==> config.mk <==
export PLATFORM = sky130hd
export DESIGN_NAME = serr_reporter
export DESIGN_NICKNAME = d
export VERILOG_FILES = /design/src/rtl/serr_pkg.sv /design/src/rtl/serr_edge.sv /design/src/rtl/serr_regs.sv /design/src/rtl/serr_msg.sv /design/src/rtl/serr_reporter.sv
export SDC_FILE = /design/constraint.sdc
export NUM_CORES = 1
export LEC_CHECK = 0
export BUFFER_PORTS_ARGS = -buffer_cell sky130_fd_sc_hd__buf_2
export CORE_UTILIZATION = 53
export CTS_CLUSTER_DIAMETER = 100
export DETAILED_ROUTE_END_ITERATION = 6
export HOLD_SLACK_MARGIN = 0.12
export PLACE_DENSITY = 0.82
export SYNTH_ARGS = -nofsm -noshare
export SYNTH_HDL_FRONTEND = slang
export SYNTH_SLANG_ARGS = --single-unit
==> constraint.sdc <==
create_clock -name clk_i -period 2.43 [get_ports clk_i]
set_clock_uncertainty 0.05 [all_clocks]
set_input_delay 0.486 -clock clk_i [delete_from_list [all_inputs] [get_ports clk_i]]
set_output_delay 0.486 -clock clk_i [all_outputs]
set_load 0.01 [all_outputs]
==> src/rtl/serr_pkg.sv <==
package serr_pkg;
  typedef enum logic [2:0] {
    ADDR_LEG_STAT = 3'd0,
    ADDR_UNC_STAT = 3'd1,
    ADDR_MASK     = 3'd2,
    ADDR_SEV      = 3'd3,
    ADDR_PTR      = 3'd4,
    ADDR_CTRL     = 3'd5
  } serr_addr_e;

  localparam int unsigned CtrlSerrEn  = 0;
  localparam int unsigned CtrlFatalEn = 1;
  localparam int unsigned CtrlNfatEn  = 2;
endpackage

==> src/rtl/serr_edge.sv <==
module serr_edge (
  input  logic clk_i,
  input  logic rst_ni,
  input  logic serr_ni,
  output logic evt_o
);
  logic prev_q;

  always_ff @(posedge clk_i or negedge rst_ni) begin
    if (!rst_ni) prev_q <= 1'b1;
    else         prev_q <= serr_ni;
  end

  assign evt_o = prev_q & ~serr_ni;

  assert_one_evt_R1: assert property (@(posedge clk_i) disable iff (!rst_ni)
    evt_o |=> !evt_o);
endmodule

==> src/rtl/serr_regs.sv <==
module serr_regs import serr_pkg::*; #(
  parameter int unsigned PTR_W = 5,
  parameter logic [PTR_W-1:0] PTR_CODE = PTR_W'(9)
) (
  input  logic             clk_i,
  input  logic             rst_ni,
  input  logic             we_i,
  input  logic [2:0]       addr_i,
  input  logic [PTR_W-1:0] wdata_i,
  input  logic             evt_i,
  output logic [PTR_W-1:0] rdata_o,
  output logic             mask_o,
  output logic             sev_o,
  output logic             serr_en_o,
  output logic             fatal_en_o,
  output logic             nfat_en_o
);
  logic             leg_q, unc_q, mask_q, sev_q;
  logic [2:0]       ctrl_q;
  logic [PTR_W-1:0] ptr_q;
  logic             wr_leg, wr_unc;

  assign wr_leg = we_i && (addr_i == ADDR_LEG_STAT) && wdata_i[0];
  assign wr_unc = we_i && (addr_i == ADDR_UNC_STAT) && wdata_i[0];

  // status: set beats clear
  always_ff @(posedge clk_i or negedge rst_ni) begin
    if (!rst_ni) begin
      leg_q <= 1'b0;
      unc_q <= 1'b0;
    end else begin
      if (evt_i)       leg_q <= 1'b1;
      else if (wr_leg) leg_q <= 1'b0;
      if (evt_i)       unc_q <= 1'b1;
      else if (wr_unc) unc_q <= 1'b0;
    end
  end

  always_ff @(posedge clk_i or negedge rst_ni) begin
    if (!rst_ni) begin
      mask_q <= 1'b0;
      sev_q  <= 1'b0;
      ctrl_q <= '0;
    end else if (we_i) begin
      if (addr_i == ADDR_MASK) mask_q <= wdata_i[0];
      if (addr_i == ADDR_SEV)  sev_q  <= wdata_i[0];
      if (addr_i == ADDR_CTRL) ctrl_q <= wdata_i[2:0];
    end
  end

  always_ff @(posedge clk_i or negedge rst_ni) begin
    if (!rst_ni)                      ptr_q <= '0;
    else if (evt_i && !unc_q)         ptr_q <= PTR_CODE;
    else if (we_i && addr_i == ADDR_PTR) ptr_q <= wdata_i;
  end

  always_comb begin
    rdata_o = '0;
    case (addr_i)
      ADDR_LEG_STAT: rdata_o[0]   = leg_q;
      ADDR_UNC_STAT: rdata_o[0]   = unc_q;
      ADDR_MASK:     rdata_o[0]   = mask_q;
      ADDR_SEV:      rdata_o[0]   = sev_q;
      ADDR_PTR:      rdata_o      = ptr_q;
      ADDR_CTRL:     rdata_o[2:0] = ctrl_q;
      default:       rdata_o      = '0;
    endcase
  end

  assign mask_o     = mask_q;
  assign sev_o      = sev_q;
  assign serr_en_o  = ctrl_q[CtrlSerrEn];
  assign fatal_en_o = ctrl_q[CtrlFatalEn];
  assign nfat_en_o  = ctrl_q[CtrlNfatEn];

  assert_leg_set_R2: assert property (@(posedge clk_i) disable iff (!rst_ni)
    evt_i |=> leg_q);
  assert_unc_set_R3: assert property (@(posedge clk_i) disable iff (!rst_ni)
    evt_i |=> unc_q);
  assert_ptr_keep_R7: assert property (@(posedge clk_i) disable iff (!rst_ni)
    (evt_i && unc_q && !(we_i && addr_i == ADDR_PTR)) |=> $stable(ptr_q));
endmodule

==> src/rtl/serr_msg.sv <==
module serr_msg (
  input  logic clk_i,
  input  logic rst_ni,
  input  logic evt_i,
  input  logic send_i,
  input  logic fatal_i,
  input  logic rdy_i,
  output logic req_o,
  output logic fatal_o
);
  logic pend_q, typ_q, load;

  // one outstanding request; a new one loads when the slot frees this cycle
  assign load = evt_i && send_i && (!pend_q || rdy_i);

  always_ff @(posedge clk_i or negedge rst_ni) begin
    if (!rst_ni) begin
      pend_q <= 1'b0;
      typ_q  <= 1'b0;
    end else if (load) begin
      pend_q <= 1'b1;
      typ_q  <= fatal_i;
    end else if (pend_q && rdy_i) begin
      pend_q <= 1'b0;
    end
  end

  assign req_o   = pend_q;
  assign fatal_o = typ_q;

  assert_hold_R8: assert property (@(posedge clk_i) disable iff (!rst_ni)
    (req_o && !rdy_i) |=> (req_o && $stable(fatal_o)));
  assert_drop_R8: assert property (@(posedge clk_i) disable iff (!rst_ni)
    (req_o && rdy_i && !evt_i) |=> !req_o);
  assert_gate_R5: assert property (@(posedge clk_i) disable iff (!rst_ni)
    (evt_i && !send_i && !req_o) |=> !req_o);
  assert_type_R6: assert property (@(posedge clk_i) disable iff (!rst_ni)
    (evt_i && send_i && !req_o) |=> (req_o && fatal_o == $past(fatal_i)));
endmodule

==> src/rtl/serr_reporter.sv <==
module serr_reporter #(
  parameter int unsigned PTR_W = 5,
  parameter logic [PTR_W-1:0] PTR_CODE = PTR_W'(9)
) (
  input  logic             clk_i,
  input  logic             rst_ni,
  input  logic             serr_ni,
  input  logic             reg_we_i,
  input  logic [2:0]       reg_addr_i,
  input  logic [PTR_W-1:0] reg_wdata_i,
  output logic [PTR_W-1:0] reg_rdata_o,
  output logic             msg_req_o,
  output logic             msg_fatal_o,
  input  logic             msg_rdy_i
);
  logic evt, mask, sev, serr_en, fatal_en, nfat_en, send;

  serr_edge i_edge (
    .clk_i  (clk_i),
    .rst_ni (rst_ni),
    .serr_ni(serr_ni),
    .evt_o  (evt)
  );

  serr_regs #(.PTR_W(PTR_W), .PTR_CODE(PTR_CODE)) i_regs (
    .clk_i     (clk_i),
    .rst_ni    (rst_ni),
    .we_i      (reg_we_i),
    .addr_i    (reg_addr_i),
    .wdata_i   (reg_wdata_i),
    .evt_i     (evt),
    .rdata_o   (reg_rdata_o),
    .mask_o    (mask),
    .sev_o     (sev),
    .serr_en_o (serr_en),
    .fatal_en_o(fatal_en),
    .nfat_en_o (nfat_en)
  );

  // unmasked, and legacy enable or severity-matched native enable
  assign send = !mask && (serr_en || (sev ? fatal_en : nfat_en));

  serr_msg i_msg (
    .clk_i  (clk_i),
    .rst_ni (rst_ni),
    .evt_i  (evt),
    .send_i (send),
    .fatal_i(sev),
    .rdy_i  (msg_rdy_i),
    .req_o  (msg_req_o),
    .fatal_o(msg_fatal_o)
  );
endmodule

Yosys cells after proc, flatten, opt, wreduce, memory -nomap -nowiden:

Index checks and enable logic that the tools add are counted.
Widths: inputs -> output; s select.

* output and inout bits: 7
* register bits: 15
* logic and storage cells: 51

* multiplexer cells: 12
* reductions and logical operators: 23
* eq/ne operators: 5
* bitwise operators: 2

Operator list (count)
* $logic_and 1x1->1: 10
* $mux 5: 2
* $reduce_bool 2->1: 4
* $mux 1: 7
* $eq 3x2->1 const B: 2
* $eq 3x3->1 const B: 2
* $pmux 1 s6: 1
* $reduce_and 2->1: 3
* $pmux 2 s2: 1
* $eq 3x1->1 const B: 1
* $logic_not 1->1: 3
* $logic_not 3->1: 1
* $logic_or 1x1->1: 2
* $mux 2: 1
* $and 1x1->1: 1
* $not 1->1: 1

Logic depth before layout (Yosys ltp):

Gate-level depths: netlist (run 1).

* word-level depth: 6
* gate-level depth with buffers: 5
* depth with buffers taken out: 3

Cells and area by module:

From an unflattened synthesis (run 1), not the netlist that was laid out.

* cell total of the unflattened synthesis: 74
* area total of the unflattened synthesis: 829.5 um^2

By module, submodules not included
* serr_regs: seq. area each 300.3 um^2, instances 1, cells an instance 62, area each 679.4 um^2
* serr_msg: seq. area each 50.0 um^2, instances 1, cells an instance 7, area each 91.3 um^2
* serr_edge: seq. area each 26.3 um^2, instances 1, cells an instance 2, area each 40.0 um^2
* serr_reporter: seq. area each 0.0 um^2, instances 1, cells an instance 3, area each 18.8 um^2

Worst setup path before layout (run 1):

Ideal clock, no wire load.

* kind: input to output
* from: input port reg_addr_i[0]
* to: output port reg_rdata_o[0]
* arrival time: 1.279 ns
* cell stages on the path: 4
* path slack: 0.615 ns
* data required time: 1.894 ns
* cells stage by stage: buf_4 -> mux4_2 -> inv_1 -> o22ai_1

* word-level cells in the longest chain between the ends: 2
* elaborated cells on any way between the ends: 7

Ends and longest elaborated chain
* start: declaration: line serr_reporter.sv:9 `input logic [2:0] reg_addr_i,`
* $eq 3x3->1 (tied with other cells): line serr_regs.sv:59 `case (addr_i)`
* $pmux 1 s6 (*): line serr_regs.sv:59
* end: declaration: line serr_reporter.sv:11 `output logic [PTR_W-1:0] reg_rdata_o,`

Mark *: on every way between the ends. The rest lies on a longest branch, timed or not.

Final worst setup path (run 1):

Same ends and word-level chain as after synthesis.

==> impl_results.md, run 1 <==
* Worst hold slack at 0.270 ns
* First-pass GRT wire length at 2170 um
* Net Sw Frac at 0.282
* Initial antenna violation count at 0
* Remaining DRCs at 0
* Dpl hpwl at 1060 um
* Sequential share of power at 0.541
* Die ar. at 1610 um^2
* Slew Limit Fails at 0
* Setup Viol. Count Final at 0
* Total wire length at 1350 um
* P_int at 449 uW
* Worst-case clock buffer depth at 2
* Port buffer count at 19
* YS warnings at 0
* Relative max-transition margin at 0.777
* Leakage at 0.435 nW
* Synth Net Count at 78
* Synth Area in Compound Gates at 0.0585
* Area growth syn-to-layout at 17.6%
* Hold wc startpoint: serr_ni
* Syn Inst Count at 65
* Die span in x at 40.1 um
* Drt first pass iters at 4
* Slowest CP cell: mux4_2
* Comb pwr share at 0.238
* Mux cell area share after synthesis at 0.250
* Die H at 40.1 um
* Largest family of logic cells by synthesized area: multiplexers
* RR Startpoint: i_edge.prev_q
* Synth Area in Adders at 0
* CTS buffer count at 3
* Total Routing Usage GR at 0.203
* Worst-margin pin slew at 0.334 ns
* CTS sink cnt at 15
* Hold/Removal Path Class: input pin to flop
* Largest net degree at the start of global routing at 16
* Setup TNS at 0 ns
* Critical path endpoint category: output port
* Status: finished clean
* Yosys cell types at 24
* Overall Power at 625 uW
* Startpoint Class: input pin
* Placed Cells at 97
* CTS root buf: clkbuf_4
* NumNets Final at 101
* Cell Chain, Critical Path: buf_2 > mux4_2 > inv_1 > o22ai_1 > buf_2
* Sequential area share after synthesis at 0.489
* Final setup margin at 0.392 ns
* Fillers at 109
* Most used cell, CP: buf_2
* Vias at 563
* Core area at 1330 um^2
* Multi-input logic area at 370 um^2
* CP arrival at 1.50 ns
* Postcts setup bufs at 0
* Number of DRC markers in iteration 0 at 6
* H-tree depth at 1
* Pwr Density at 691 nW/um^2
* # resized after CTS at 0
* Required @ worst endpoint at 1.89 ns
* CTS clk-pin slew, worst paths at 0.09 ns
* CTS tree: built
* Vias in the first global route at 530
* Avg Inst Size Synth at 11.8 um^2
* Post-Synth XOR/XNOR Area at 0
* Flip-flop and latch area at 377 um^2
* Critical Path Source: reg_addr_i[0]
* Seq cells post-synth at 15
* Synthesized area at 769 um^2
* Sw power at 176 uW
* Worst VDD drop at 428 uV
* CP Class: input pin to output port
* Pre-CTS setup slack at 0.390 ns
* CTS Hold Bufs at 1
* N_diodes at 0
* Number of cell rows at 13
* Count of final hold-check violations at 0
* Via density at 5.52
* Crit Path Max Fanout at 10
* Final core utilization at 0.678
* Placed inst area at 868 um^2
* RSZ-0062 raised after global routing: false
* MaxCap Viol Count at 0
* Synth Area in Simple Gates at 0.172
* Clock power share at 0.221
* Wire per inst at 13.2 um
* Fin crit period at 2.04 ns
* Fmax achieved at 0.491 GHz
* Fin crit share at 0.839
* Worst-Skew Late Latency at 0.27 ns
* Final ANT Viol Nets at 0
* Num ports at 20
* Initial Utilization at 0.577
* CP max stage delay at 0.53 ns
* Final std cells w/o fill at 102
* Fin area at 905 um^2
* Final RePlAce weighted congestion at 0.846
* Layout cells sized above 1 at 0.368
* Gr ovfl total at 0
layer usage:
metal / vias up / routed length [um] / GRT usage
met1: 272 / 670 / 0.258
li1: 274 / - / -
met3: 0 / 58 / 0.0333
met2: 17 / 623 / 0.355
met4: 0 / 0 / 0.0517
met5: - / 0 / 0
cell usage after synthesis:
| library cell | n | area [um^2] |
|---|---|---|
| and2_1 | 2 | 12.5 |
| and4bb_1 | 1 | 12.5 |
| buf_4 | 2 | 15.0 |
| dfrtp_1 | 14 | 350 |
| dfstp_2 | 1 | 26.3 |
| inv_1 | 2 | 7.51 |
| mux2_1 | 1 | 11.3 |
| mux2_2 | 3 | 33.8 |
| mux2_4 | 3 | 45.0 |
| mux2i_1 | 8 | 80.1 |
| mux4_2 | 1 | 22.5 |
| nand2_1 | 4 | 15.0 |
| nand2b_1 | 3 | 18.8 |
| nand2b_4 | 1 | 13.8 |
| nand3_1 | 1 | 5.00 |
| nand4b_1 | 1 | 8.76 |
| nor2_1 | 8 | 30.0 |
| nor3b_1 | 1 | 7.51 |
| o211ai_1 | 1 | 7.51 |
| o21ai_0 | 3 | 15.0 |
| o22ai_1 | 1 | 6.26 |
| o31ai_1 | 1 | 7.51 |
| o41ai_1 | 1 | 8.76 |
| or2_4 | 1 | 8.76 |
sequential cells by signal, summed over array words and instances, names as in the netlist:
| register | count |
|---|---|
| i_edge.prev_q | 1 |
| i_msg.fatal_o | 1 |
| i_msg.req_o | 1 |
| i_regs.ctrl_q | 3 |
| i_regs.leg_q | 1 |
| i_regs.mask_o | 1 |
| i_regs.ptr_q | 5 |
| i_regs.sev_o | 1 |
| i_regs.unc_q | 1 |
worst paths after layout:
path / to / depth (start not counted) / slack [ns]
max reg2reg: i_msg.fatal_o / 3 / 0.98
min: i_edge.prev_q / 1 / 0.27
min reg2reg: i_msg.fatal_o / 1 / 0.44
max: reg_rdata_o[0] / 5 / 0.39
max in group asynchronous: i_edge.prev_q / 2 / 1.45
min in group asynchronous: i_regs.ptr_q[4] / 2 / 0.59
final cells by class:
| class | count | area share |
|---|---|---|
| Tap cell | 15 | 0.0207 |
| Clock buffer | 4 | 0.0290 |
| Multi-Input combinational cell | 46 | 0.409 |
| Inverter | 2 | 0.00830 |
| Sequential cell | 15 | 0.416 |
| Timing Repair Buffer | 20 | 0.116 |
cell usage in the layout, fill, tap and decap left out:
cell type and instances:
o31ai_1 1, nand3_1 1, nor2_1 8, o22ai_1 1, and4bb_1 1, inv_1 2
o21ai_0 3, nand2_1 4, buf_2 19, mux4_2 1, or2_4 1, o211ai_1 1
clkbuf_1 1, clkbuf_4 3, dfstp_2 1, and2_1 2, nand2b_1 3, dlygate4sd3_1 1
nand4b_1 1, mux2_2 3, mux2_1 1, dfrtp_1 14, mux2_4 3, mux2i_1 8
o41ai_1 1, nand2b_4 1, nor3b_1 1
worst max-delay path, delay by kind of cell:
kind                   cells  cell delay [ns]
buffers and inverters      3             0.43
AO/OA/AOI/OAI              1             0.06
multiplexers               1             0.53
logic make-up (layout without fill, tap and decap cells):
family | after synthesis | count (layout)
AOI/OAI and AO/OA | 7 | 7
buffers and inverters | 4 | 26
muxes | 16 | 16
DFF | 15 | 15
and+or+nand+nor | 23 | 23
power groups by stage:
| stage | logic [mW] | registers (mW) | clock network (mW) |
|---|---|---|---|
| after CTS | 0.150 | 0.338 | 0.139 |
| final | 0.149 | 0.338 | 0.138 |
| after detailed placement | 0.149 | 0.343 | 0 |
| after global placement | 0.144 | 0.340 | 0 |
| after floorplan | 0.0967 | 0.338 | 0 |
| after global routing | 0.167 | 0.345 | 0.147 |
Note: power is estimated with default switching activity, not from simulation.
==> run 2, diff against run 1 <==
Settings changed: ABC_AREA from default to 1, CORE_UTILIZATION 53 to 50, PLACE_DENSITY 0.82 to 0.78.
Clock period 2.43 ns to 2.1 ns, I/O delays scaled along.
==> run 2 against run 1 <==
Non-clock buffer count unchanged. Cell count rose by 33%. Clock-buffer cell count is the same. Critical path depth grew 2. Hold slack got worse by 0.079 ns. Largest cell class unchanged. Register-to-register slack worse by 0.07 ns. Critical endpoint unchanged. Highest routed layer is now met4.
==> impl_results.md, run 2 <==
* Status: finished clean
* Commonest non-fill, non-tap cell in the layout: nand2_1
* Relative max-transition margin at 0.783
* Final RePlAce weighted congestion at 0.800
* Synth Net Count at 111
* H-tree depth at 1
* Post-synth top area share at 0.447
* # resized after CTS at 0
* Largest cells by area after synthesis: dfrtp_1, nand2_1, nand3_1, inv_1, nand4_1
* Dpl hpwl at 1170 um
* Initial antenna violation count at 0
* CTS Hold Bufs at 1
* Pwr Density at 746 nW/um^2
* Registers with the most flip-flops: i_regs.ptr_q x5, i_regs.ctrl_q x3
* First-pass GRT wire length at 2620 um
* Total wire length at 1480 um
* Fin crit period at 1.67 ns
* Synthesized area at 785 um^2
* Overall Power at 694 uW
* Post-synth ARST share at 1.00
* MaxCap Viol Count at 0
* Count of final hold-check violations at 0
* Initial Utilization at 0.567
* Vias at 707
* Num ports at 20
* Final ANT Viol Nets at 0
* Die span in x at 41.6 um
* Sequential area share after synthesis at 0.480
* Seq cells post-synth at 15
* Fmax achieved at 0.600 GHz
* CTS clk-pin slew, worst paths at 0.08 ns
* CTS buffer count at 3
* Gr ovfl total at 0
* Post-synth top area cell: dfrtp_1
* Core area at 1380 um^2
* Worst hold slack at 0.191 ns
* Wire per inst at 10.9 um
* Via density at 5.20
* Area growth syn-to-layout at 18.5%
* Avg Inst Size Synth at 8.01 um^2
* Setup TNS at 0 ns
* Number of cell rows at 13
* RSZ-0062 raised after global routing: false
* Leakage at 0.494 nW
* Crit Path Max Fanout at 7
* Critical path endpoint category: output port
* Fin crit share at 0.794
* Vias in the first global route at 630
* CTS tree: built
* Hold/Removal Path Class: input pin to flop
* Drt first pass iters at 4
* Largest register FFs at 5
* Most flop-heavy register: i_regs.ptr_q
* Port buffer count at 19
* Slew Limit Fails at 0
* Layout cells sized above 1 at 0.248
* Worst-Skew Late Latency at 0.28 ns
* Prevailing post-synth register cell: dfrtp_1
* Setup Viol. Count Final at 0
* Top-count cell post-synth: nand2_1
* Die H at 41.6 um
* Commonest non-fill, non-tap cells in the layout: nand2_1, buf_2, nand3_1
* Die ar. at 1730 um^2
* Required @ worst endpoint at 1.63 ns
* CTS sink cnt at 15
* CP arrival at 1.20 ns
* Total Routing Usage GR at 0.195
* Syn Inst Count at 98
* Startpoint Class: input pin
* Largest net degree at the start of global routing at 16
* CTS root buf: clkbuf_4
* EDFF count, synth at 0
* Worst-case clock buffer depth at 2
* YS warnings at 0
* CP Class: input pin to output port
* Post-synth top cells: nand2_1, nand3_1, dfrtp_1
* Number of DRC markers in iteration 0 at 14
* Worst-margin pin slew at 0.326 ns
* Yosys cell types at 15
* Remaining DRCs at 0
* NumNets Final at 135
* Postcts setup bufs at 0
* Worst VDD drop at 571 uV
* N_diodes at 0
-- run 2: cell count changes in the layout (fill, tap and decap cells not counted), sizes merged, moves of 4 or more --
cell / before / now
nand3: 1 / 17
nand2: 4 / 26
nand4: 0 / 6
o21ai: 3 / 10
inv: 2 / 16
mux2i: 8 / 0
mux2: 7 / 0
nand2b: 4 / 0
-- run 2: where the power goes --
group | internal [mW] | switching, mW | total, mW
clock | 0.0737 | 0.0878 | 0.162
sequential | 0.344 | 0.0317 | 0.376
combinational | 0.0638 | 0.0926 | 0.156
-- run 2: final timing paths --
path	start	to	slack [ns]	cells after the start
min in group asynchronous	rst_ni	i_regs.ptr_q[3]	0.51	2
min	serr_ni	i_edge.prev_q	0.19	1
max	reg_addr_i[1]	reg_rdata_o[0]	0.43	7
max reg2reg	i_edge.prev_q	i_regs.ptr_q[2]	0.91	3
max in group asynchronous	rst_ni	i_edge.prev_q	1.20	2
min reg2reg	i_msg.fatal_o	i_msg.fatal_o	0.44	2
-- run 2: critical path, stage by stage --
cell and delay (ns):
buf_2 0.14, nor2_4 0.21, nand3_1 0.11, o21ai_1 0.10, inv_1 0.05, nand2_1 0.05, buf_2 0.12
-- run 2: cell families after synthesis --
group | count (synthesis) | synth area share
simple gates | 55 | 0.360
buf+inv | 17 | 0.0861
flops | 15 | 0.480
compound gates | 11 | 0.0734
-- run 2: metrics by stage --
stage / utilization / cell area, um^2 / setup slack (ns) / cells
2_1_floorplan: - / 785 / 0.609 / 98
3_3_place_gp: 0.646 / 893 / 0.493 / 131
5_1_grt: 0.672 / 930 / 0.341 / 136
6_report: 0.672 / 930 / 0.434 / 136
4_1_cts: 0.672 / 930 / 0.430 / 136
3_5_place_dp: 0.646 / 893 / 0.429 / 131
-- run 2: final cells by class --
class | count | area [um^2]
fillers | 114 | 453
flip-flops and latches | 15 | 377
multi-input cells | 66 | 340
repair buffers | 20 | 105
inverters | 16 | 62.6
clock buffers | 4 | 26.3
well taps | 15 | 18.8
-- run 2: layer usage --
layer  up-vias  GRT usage  wire length (um)
met4         0     0.0774                15
met1       314      0.271               729
met3         2     0.0391                58
met5         -          0                 0
met2        21      0.297               673
li1        370          -                 -
==> run 3, diff against run 2 <==
Settings changed: CORE_UTILIZATION 50 to 45, PLACE_DENSITY 0.78 to 0.74.
Clock period 2.1 ns to 1.4 ns, I/O delays scaled along.
==> run 3 against run 2 <==
The run now ends with design-rule violations left. Total power rose by 57%. First-iteration DRC count down 43%. Clock power rose by 57%. Global-route usage shrank 0.081 points. Sequential power is 48% higher. Flip-flop and latch count stayed put. Critical path type is now flop to output port. Critical endpoint unchanged.
==> impl_results.md, run 3 (synthesis results as in run 2) <==
* Largest net degree at the start of global routing at 16
* Largest register FFs at 5
* Vias in the first global route at 642
* First-pass GRT wire length at 2730 um
* Failing checks: design-rule violations
* Die H at 43.8 um
* Initial Utilization at 0.503
* Num ports at 20
* Worst-case clock buffer depth at 2
* Area growth syn-to-layout at 25.0%
* Hold wc startpoint: reg_wdata_i[3]
* Port buffer count at 19
* Relative max-transition margin at 0.772
* Hold EP: i_regs.ptr_q[3]
* CTS root buf: clkbuf_4
* Vias at 733
* Startpoint Class: flop
* CTS clk-pin slew, worst paths at 0.09 ns
* MaxCap Viol Count at 0
* Pwr Density at 1110 nW/um^2
* Dpl hpwl at 1230 um
* Flip-flop and latch area at 377 um^2
* Gr ovfl total at 0
* Fin crit period at 1.40 ns
* Leakage at 0.518 nW
* CTS sink cnt at 15
* Die ar. at 1910 um^2
* FF-to-FF path depth at 3
* RSZ-0062 raised after global routing: true
* Worst VDD drop at 754 uV
* Slew Limit Fails at 0
* CP arrival at 1.07 ns
* Overall Power at 1.09 mW
* Via density at 5.16
* Setup Viol. Count Final at 0
* Worst r2r dst: i_regs.ptr_q[2]
* Drt first pass iters at 5
* Fmax achieved at 0.716 GHz
* N_diodes at 0
* Total wire length at 1640 um
* H-tree depth at 1
* Registers with the most flip-flops: i_regs.ptr_q x5, i_regs.ctrl_q x3
* NumNets Final at 140
* Remaining DRCs at 1
* Fillers at 157
* Multi-input logic area at 350 um^2
* Hold/Removal Path Class: input pin to flop
* RR Startpoint: i_edge.prev_q
* Crit Path Max Fanout at 2
* Status: finished with violations
* CTS buffer count at 3
* Count of final hold-check violations at 0
* Flop2flop setup slack at 0.22 ns
* Initial antenna violation count at 0
* Hold depth at 3
* Die span in x at 43.8 um
* Worst-margin pin slew at 0.342 ns
* Wire per inst at 11.6 um
* Final ANT Viol Nets at 0
* CP Class: flop to output port
* Layout cells sized above 1 at 0.294
* Fin crit share at 0.997
* Commonest non-fill, non-tap cell in the layout: nand2_1
* Total Routing Usage GR at 0.194
* Commonest non-fill, non-tap cells in the layout: nand2_1, buf_2, nand3_1, dfrtp_1, inv_1
* Number of cell rows at 14
* Most flop-heavy register: i_regs.ptr_q
* Number of DRC markers in iteration 0 at 8
* Worst-Skew Late Latency at 0.29 ns
* Critical path endpoint category: output port
* Required @ worst endpoint at 1.07 ns
* Core area at 1560 um^2
* Final RePlAce weighted congestion at 0.808
* CTS tree: built
* Worst hold slack at 0.138 ns
-- run 3: cell count changes in the layout (fill, tap and decap cells not counted) --
cell           previous run  this run
buf_4                     0         4
dlygate4sd3_1             1         2
nand2_1                  26        25
nand2_2                   0         1
nand3_1                  15        14
nand3_2                   0         1
nor2_1                    4         3
nor2_2                    0         1
o21ai_0                   4         2
o21ai_1                   6         8
-- run 3: cell type report --
class | instances | share of cell area
Sequential cell | 15 | 0.384
Multi-Input combinational cell | 66 | 0.357
Timing Repair Buffer | 25 | 0.148
Inverter | 16 | 0.0638
Clock buffer | 4 | 0.0268
Tap cell | 16 | 0.0204
-- run 3: worst max-delay path by stage --
| stage | to | cells after the start | startpoint | slack (ns) |
|---|---|---|---|---|
| final | reg_rdata_o[0] | 5 | i_regs.mask_o | 0.004 |
| after global routing | reg_rdata_o[0] | 5 | i_regs.ptr_q[0] | -0.06 |
| after CTS | reg_rdata_o[0] | 5 | i_regs.mask_o | -0.006 |
| after detailed placement | reg_rdata_o[0] | 7 | reg_addr_i[0] | 0.04 |
| after global placement | reg_rdata_o[0] | 7 | reg_addr_i[1] | 0.08 |
| after floorplan | reg_rdata_o[0] | 6 | reg_addr_i[2] | 0.19 |
-- run 3: metrics by stage --
stage	TNS [ns]	std cells	setup WS [ns]	area, um^2	util
4_1_cts	-0.00649	141	-0.00649	963	0.618
2_1_floorplan	0	98	0.189	785	-
3_5_place_dp	0	133	0.0390	902	0.579
3_3_place_gp	0	133	0.0767	902	0.579
6_report	0	142	0.00396	981	0.629
5_1_grt	-0.146	142	-0.0563	981	0.629
-- run 3: worst max-delay path, stage by stage, from the launching register on --
cell	delay, ns
dfrtp_1	0.38
nand4_1	0.07
nand2_1	0.06
nor2_1	0.09
nand2_1	0.05
buf_2	0.13
-- run 3: per-layer routing --
layer | part of all wire | up-vias | wire, um | GRT usage
li1 | - | 380 | - | -
met1 | 0.48 | 334 | 789 | 0.270
met2 | 0.47 | 14 | 766 | 0.290
met3 | 0.030 | 5 | 50 | 0.0375
met4 | 0.021 | 0 | 34 | 0.0938
met5 | 0 | - | 0 | 0
-- run 3: power breakdown --
| group | total [mW] | switching [mW] | leakage (nW) | internal (mW) |
|---|---|---|---|---|
| registers | 0.555 | 0.0394 | 0.179 | 0.516 |
| clock network | 0.254 | 0.143 | 0.0150 | 0.111 |
| logic | 0.281 | 0.158 | 0.324 | 0.123 |
| total | 1.09 | 0.341 | 0.518 | 0.750 |
-- run 3: what timing repair did --
action	in CTS	in global routing
resized for setup	0	5
setup buffers	2	1
endpoints found under the setup margin	1	7
hold endpoints to repair	15	0
pin swaps	5	1
hold buffers	2	0
